## src/rtl/npc_pkg.sv

```systemverilog
package npc_pkg;
  // Selection strobes from the control to the datapath.
  typedef struct packed {
    logic useAddr;    // load sign-extended instruction address
    logic useReg;     // load register value
    logic useVector;  // load trap vector
    logic taken;      // flow leaves the sequential path
  } npc_ctrl_t;
endpackage

```

## src/rtl/npc_control.sv

```systemverilog
module npc_control
  import npc_pkg::*;
#(
  parameter int COND_W = 5
) (
  input  logic              jmpStb,
  input  logic              jalStb,
  input  logic              jrStb,
  input  logic              trapStb,
  input  logic [COND_W-1:0] condCode,
  input  logic              flagZ,
  input  logic              flagS,
  output npc_ctrl_t         ctrl
);
  localparam int NUM_CODES = 2 ** COND_W;
  localparam int NUM_DEFINED = 7;

  logic [NUM_CODES-1:0] condHit;

  // One hit bit per code; codes beyond the defined set stay low.
  genvar g;
  generate
    for (g = 0; g < NUM_CODES; g++) begin : g_cond
      if (g == 0) begin : g_always
        assign condHit[g] = 1'b1;
      end else if (g == 1) begin : g_eq
        assign condHit[g] = flagZ;
      end else if (g == 2) begin : g_neq
        assign condHit[g] = ~flagZ;
      end else if (g == 3) begin : g_lt
        assign condHit[g] = flagS;
      end else if (g == 4) begin : g_le
        assign condHit[g] = flagS | flagZ;
      end else if (g == 5) begin : g_ge
        assign condHit[g] = ~flagS | flagZ;
      end else if (g == 6) begin : g_gt
        assign condHit[g] = ~flagS & ~flagZ;
      end else begin : g_undef
        assign condHit[g] = (g < NUM_DEFINED);
      end
    end
  endgenerate

  logic condOk;
  assign condOk = condHit[condCode];

  // Fixed priority: trap, register return, link jump, conditional jump.
  always_comb begin
    ctrl = '0;
    if (trapStb) begin
      ctrl.useVector = 1'b1;
      ctrl.taken     = 1'b1;
    end else if (jrStb) begin
      ctrl.useReg = 1'b1;
      ctrl.taken  = 1'b1;
    end else if (jalStb) begin
      ctrl.useAddr = 1'b1;
      ctrl.taken   = 1'b1;
    end else if (jmpStb && condOk) begin
      ctrl.useAddr = 1'b1;
      ctrl.taken   = 1'b1;
    end
  end
endmodule

```

## src/rtl/npc_datapath.sv

```systemverilog
module npc_datapath
  import npc_pkg::*;
#(
  parameter int               XLEN        = 32,
  parameter int               ADDR_W      = 22,
  parameter int               TRAP_W      = 5,
  parameter logic [XLEN-1:0]  TRAP_VECTOR = 32'h0000_0100,
  parameter logic [XLEN-1:0]  RESET_PC    = '0
) (
  input  logic              clk,
  input  logic              rst,
  input  npc_ctrl_t         ctrl,
  input  logic [ADDR_W-1:0] jumpAddr,
  input  logic [XLEN-1:0]   regValue,
  input  logic [TRAP_W-1:0] trapNum,
  output logic [XLEN-1:0]   pc,
  output logic [XLEN-1:0]   nextPc,
  output logic [XLEN-1:0]   linkValue,
  output logic [TRAP_W-1:0] trapCode
);
  localparam int EXT_W = XLEN - ADDR_W;

  logic [XLEN-1:0] pcReg;
  logic [XLEN-1:0] seqPc;
  logic [XLEN-1:0] targetPc;

  assign seqPc    = pcReg + XLEN'(1);
  assign targetPc = {{EXT_W{jumpAddr[ADDR_W-1]}}, jumpAddr};

  always_comb begin
    if (ctrl.useVector)    nextPc = TRAP_VECTOR;
    else if (ctrl.useReg)  nextPc = regValue;
    else if (ctrl.useAddr) nextPc = targetPc;
    else                   nextPc = seqPc;
  end

  always_ff @(posedge clk) begin
    if (rst) pcReg <= RESET_PC;
    else     pcReg <= nextPc;
  end

  assign pc        = pcReg;
  assign linkValue = seqPc;
  assign trapCode  = ctrl.useVector ? trapNum : '0;
endmodule

```

## src/rtl/nextpc_unit.sv

```systemverilog
module nextpc_unit
  import npc_pkg::*;
#(
  parameter int               XLEN        = 32,
  parameter int               ADDR_W      = 22,
  parameter int               COND_W      = 5,
  parameter int               TRAP_W      = 5,
  parameter logic [XLEN-1:0]  TRAP_VECTOR = 32'h0000_0100,
  parameter logic [XLEN-1:0]  RESET_PC    = '0
) (
  input  logic              clk,
  input  logic              rst,
  input  logic              jmpStb,
  input  logic              jalStb,
  input  logic              jrStb,
  input  logic              trapStb,
  input  logic [COND_W-1:0] condCode,
  input  logic [ADDR_W-1:0] jumpAddr,
  input  logic [XLEN-1:0]   regValue,
  input  logic [TRAP_W-1:0] trapNum,
  input  logic              flagZ,
  input  logic              flagS,
  output logic [XLEN-1:0]   pc,
  output logic [XLEN-1:0]   nextPc,
  output logic              taken,
  output logic [XLEN-1:0]   linkValue,
  output logic [TRAP_W-1:0] trapCode
);
  npc_ctrl_t ctrl;

  npc_control #(.COND_W(COND_W)) u_control (
    .jmpStb  (jmpStb),
    .jalStb  (jalStb),
    .jrStb   (jrStb),
    .trapStb (trapStb),
    .condCode(condCode),
    .flagZ   (flagZ),
    .flagS   (flagS),
    .ctrl    (ctrl)
  );

  npc_datapath #(
    .XLEN       (XLEN),
    .ADDR_W     (ADDR_W),
    .TRAP_W     (TRAP_W),
    .TRAP_VECTOR(TRAP_VECTOR),
    .RESET_PC   (RESET_PC)
  ) u_datapath (
    .clk      (clk),
    .rst      (rst),
    .ctrl     (ctrl),
    .jumpAddr (jumpAddr),
    .regValue (regValue),
    .trapNum  (trapNum),
    .pc       (pc),
    .nextPc   (nextPc),
    .linkValue(linkValue),
    .trapCode (trapCode)
  );

  assign taken = ctrl.taken;
endmodule

```

## config.mk

```make
export PLATFORM = sky130hd
export DESIGN_NAME = nextpc_unit
export DESIGN_NICKNAME = d
export VERILOG_FILES = /design/src/rtl/npc_pkg.sv /design/src/rtl/npc_control.sv /design/src/rtl/npc_datapath.sv /design/src/rtl/nextpc_unit.sv
export SDC_FILE = /design/constraint.sdc
export NUM_CORES = 1
export LEC_CHECK = 0
export ABC_AREA = 1
export BUFFER_PORTS_ARGS = -buffer_cell sky130_fd_sc_hd__buf_2
export CELL_PAD_IN_SITES_DETAIL_PLACEMENT = 1
export CELL_PAD_IN_SITES_GLOBAL_PLACEMENT = 2
export CORE_ASPECT_RATIO = 0.8
export CORE_UTILIZATION = 20
export DETAILED_ROUTE_END_ITERATION = 6
export PLACE_DENSITY_LB_ADDON = 0.1
export REMOVE_ABC_BUFFERS = 1
export SYNTH_ARGS = -nofsm -noshare
export SYNTH_HDL_FRONTEND = slang
export SYNTH_SLANG_ARGS = --single-unit
```

## constraint.sdc

```tcl
create_clock -name clk -period 2.32 [get_ports clk]
set_clock_uncertainty 0.05 [all_clocks]
set_input_delay 0.232 -clock clk [delete_from_list [all_inputs] [get_ports clk]]
set_output_delay 0.232 -clock clk [all_outputs]
set_load 0.005 [all_outputs]
```

==> impl_metrics.env <==
export IMPL_gp_congestion=0.818
export IMPL_die_area_mm2=0.0149
export IMPL_yosys_warnings=0
export IMPL_slew_headroom_pct=66.3
export IMPL_drtAntennaViolNets=0
export IMPL_cts_max_level=2
export IMPL_io_buffers=173
export IMPL_syn_area_per_cell_um2=5.51
export IMPL_route_met3_wl_um=699
export IMPL_tns_ns=0
export IMPL_nets=772
export IMPL_dpl_cell_area_mm2=0.00396
export IMPL_largest_register_ff_count=32
export IMPL_hold_violations=0
export IMPL_maxCapViolations=0
export IMPL_wl_mm=12.2
export IMPL_path_class="reg2out"
export IMPL_netlist_area_mm2=0.00289
export IMPL_insertion_delay_ns=0.27
export IMPL_gr_total_overflow=0
export IMPL_antenna_cells=0
export IMPL_via_count=3699
export IMPL_yosys_register_bits=32
export IMPL_start_kind="register"
export IMPL_cts_buffers_inserted=5
export IMPL_status="finished clean"
export IMPL_fin_area_mm2=0.00425
export IMPL_grt_pass1_vias=3703
export IMPL_tightest_slew_ns=0.505
export IMPL_drive_above_1_share_pct=38.3
export IMPL_core_area_mm2=0.0138
export IMPL_drtIter0Drc=74
export IMPL_wl_met2_mm=5.18
export IMPL_end_kind="output port"
export IMPL_max_freq_mhz=458
export IMPL_drc=0
export IMPL_fp_dieH_um=110
export IMPL_grt_total_usage_pct=16.5
export IMPL_area_growth_pct=47.1
export IMPL_grt_pass1_wl_mm=19.0
export IMPL_top_level_ports=174
export IMPL_hold_slack_ns=0.176
export IMPL_fp_row_count=38
export IMPL_setup_viol=0
export IMPL_drt_pass1_iter_count=4
export IMPL_numClockSinks=32
export IMPL_initial_utilization_pct=20.9
export IMPL_leakage_nw=2.59
export IMPL_power_density_mw_per_mm2=399
export IMPL_dp_hpwl_mm=10.3
export IMPL_cts_root_buf="clkbuf_16"
export IMPL_path_max_fanout=4
export IMPL_top_layer_used="met4"
export IMPL_hold_class="in2reg"
export IMPL_drt_vias_per_instance=4.21
export IMPL_cp_arrival_ns=1.90
export IMPL_grt_max_degree=26
export IMPL_fin_crit_sh_pct=94.1
export IMPL_final_fill_count=1860
export IMPL_synth_cells=525
export IMPL_slew_viol_final=0
export IMPL_clkTransAtPathRegs_ns=0.06
export IMPL_worst_ep_required_time_ns=2.04
export IMPL_finalCriticalPeriod_ns=2.18
export IMPL_cts_tree="done"
export IMPL_routedLengthMet1_mm=6.30
export IMPL_yosys_cell_types_count=28
export IMPL_die_w_um=136
export IMPL_ir_worst_vdd_mv=0.267
export IMPL_rsz0062_at_grt="false"
export IMPL_post_drt_wl_per_cell_um=13.9
export IMPL_grt_antenna_before_repair=0
export IMPL_cts_path_max_buffers=2
export IMPL_yosysSeqAreaShare_pct=22.2
-- cell families (layout without fill, tap and decap cells) --
| kind of cell | after synthesis | after routing | synth area share (%) |
|---|---|---|---|
| adder cells (fa/ha/maj) | 1 | 1 | 0.433 |
| flip-flops | 32 | 32 | 22.2 |
| AND/OR/NAND/NOR | 321 | 321 | 49.5 |
| XOR/XNOR | 17 | 17 | 5.15 |
| buffers and inverters | 115 | 289 | 15.6 |
| AO/OA/AOI/OAI | 39 | 39 | 7.14 |
-- worst max-delay path, stage by stage, from the launching register on --
cell and delay, ns:
dfxtp_4 0.37, ha_4 0.15, nand3_4 0.13, nor2_4 0.14
nand2_4 0.06, nor2_2 0.13, nand2_1 0.08, xor2_1 0.19
nand2_1 0.07, nand2_1 0.11, nand2_1 0.06, buf_2 0.12
-- final timing paths --
path | from | to | slack (ns) | depth (start not counted)
max | u_datapath.pc[0] | nextPc[16] | 0.14 | 11
min | regValue[11] | u_datapath.pc[11] | 0.18 | 3
max reg2reg | u_datapath.pc[0] | u_datapath.pc[16] | 0.65 | 10
min reg2reg | u_datapath.pc[9] | u_datapath.pc[9] | 0.67 | 4
-- metal layers --
layer  vias to the layer above  track usage (%)
li1                       1928                -
met1                      1654             22.7
met2                       115             26.8
met3                         2             3.96
met4                         0             1.43
met5                         -                0
-- synthesized netlist by cell type, drive strengths merged --
master / count / area (um^2)
a21oi: 21 / 116
and2: 2 / 12.5
buf: 9 / 52.6
clkbuf: 7 / 26.3
dfxtp: 32 / 641
ha: 1 / 12.5
inv: 99 / 372
nand2: 201 / 795
nand3: 49 / 260
nand3b: 2 / 15.0
nand4: 2 / 12.5
nor2: 61 / 302
nor3: 1 / 16.3
nor3b: 1 / 7.51
o21ai: 18 / 90.1
or2: 2 / 12.5
xnor2: 3 / 26.3
xor2: 14 / 123
-- cells in the final DEF (no fill, tap or decap), drive strengths merged --
cell type and n:
nand2 201, dfxtp 32, nor3 1, clkbuf 7, nand3 49, nand3b 2
inv 99, nand4 2, nor2 61, buf 183, ha 1, a21oi 21
or2 2, and2 2, o21ai 18, nor3b 1, xnor2 3, xor2 14
-- stage by stage --
| step | power (mW) | setup slack (ns) | util (%) | std cells |
|---|---|---|---|---|
| 2_1_floorplan | 0.789 | 0.424 | - | 509 |
| 3_3_place_gp | 1.02 | 0.243 | 28.6 | 869 |
| 3_5_place_dp | 1.02 | 0.221 | 28.6 | 869 |
| 4_1_cts | 1.74 | 0.0119 | 29.9 | 877 |
| 5_1_grt | 1.82 | 0.00148 | 30.7 | 879 |
| 6_report | 1.70 | 0.137 | 30.7 | 879 |
-- area by class of cell --
class	count	area [um^2]	area share (%)
timing repair buffer	183	941	22.1
inverter	99	372	8.74
multi-input combinational	378	1880	44.3
clock buffer	7	153	3.59
tap	180	225	5.29
sequential	32	681	16.0
-- report_power, final --
group	internal [mW]	switching, mW	leakage [nW]	total (mW)
Clock	0.450	0.241	0.0760	0.691
Combinational	0.172	0.222	2.24	0.394
Sequential	0.575	0.0365	0.273	0.612
Total	1.20	0.500	2.59	1.70
-- repair_timing --
item | 4_1_cts | 5_1_grt
resized for setup | 6 | 41
hold buffers | 0 | 0
buffers inserted | 1 | 2
setup endpoints to repair | 4 | 20
pin swaps | 1 | 3
(Power assumes the default switching activity.)
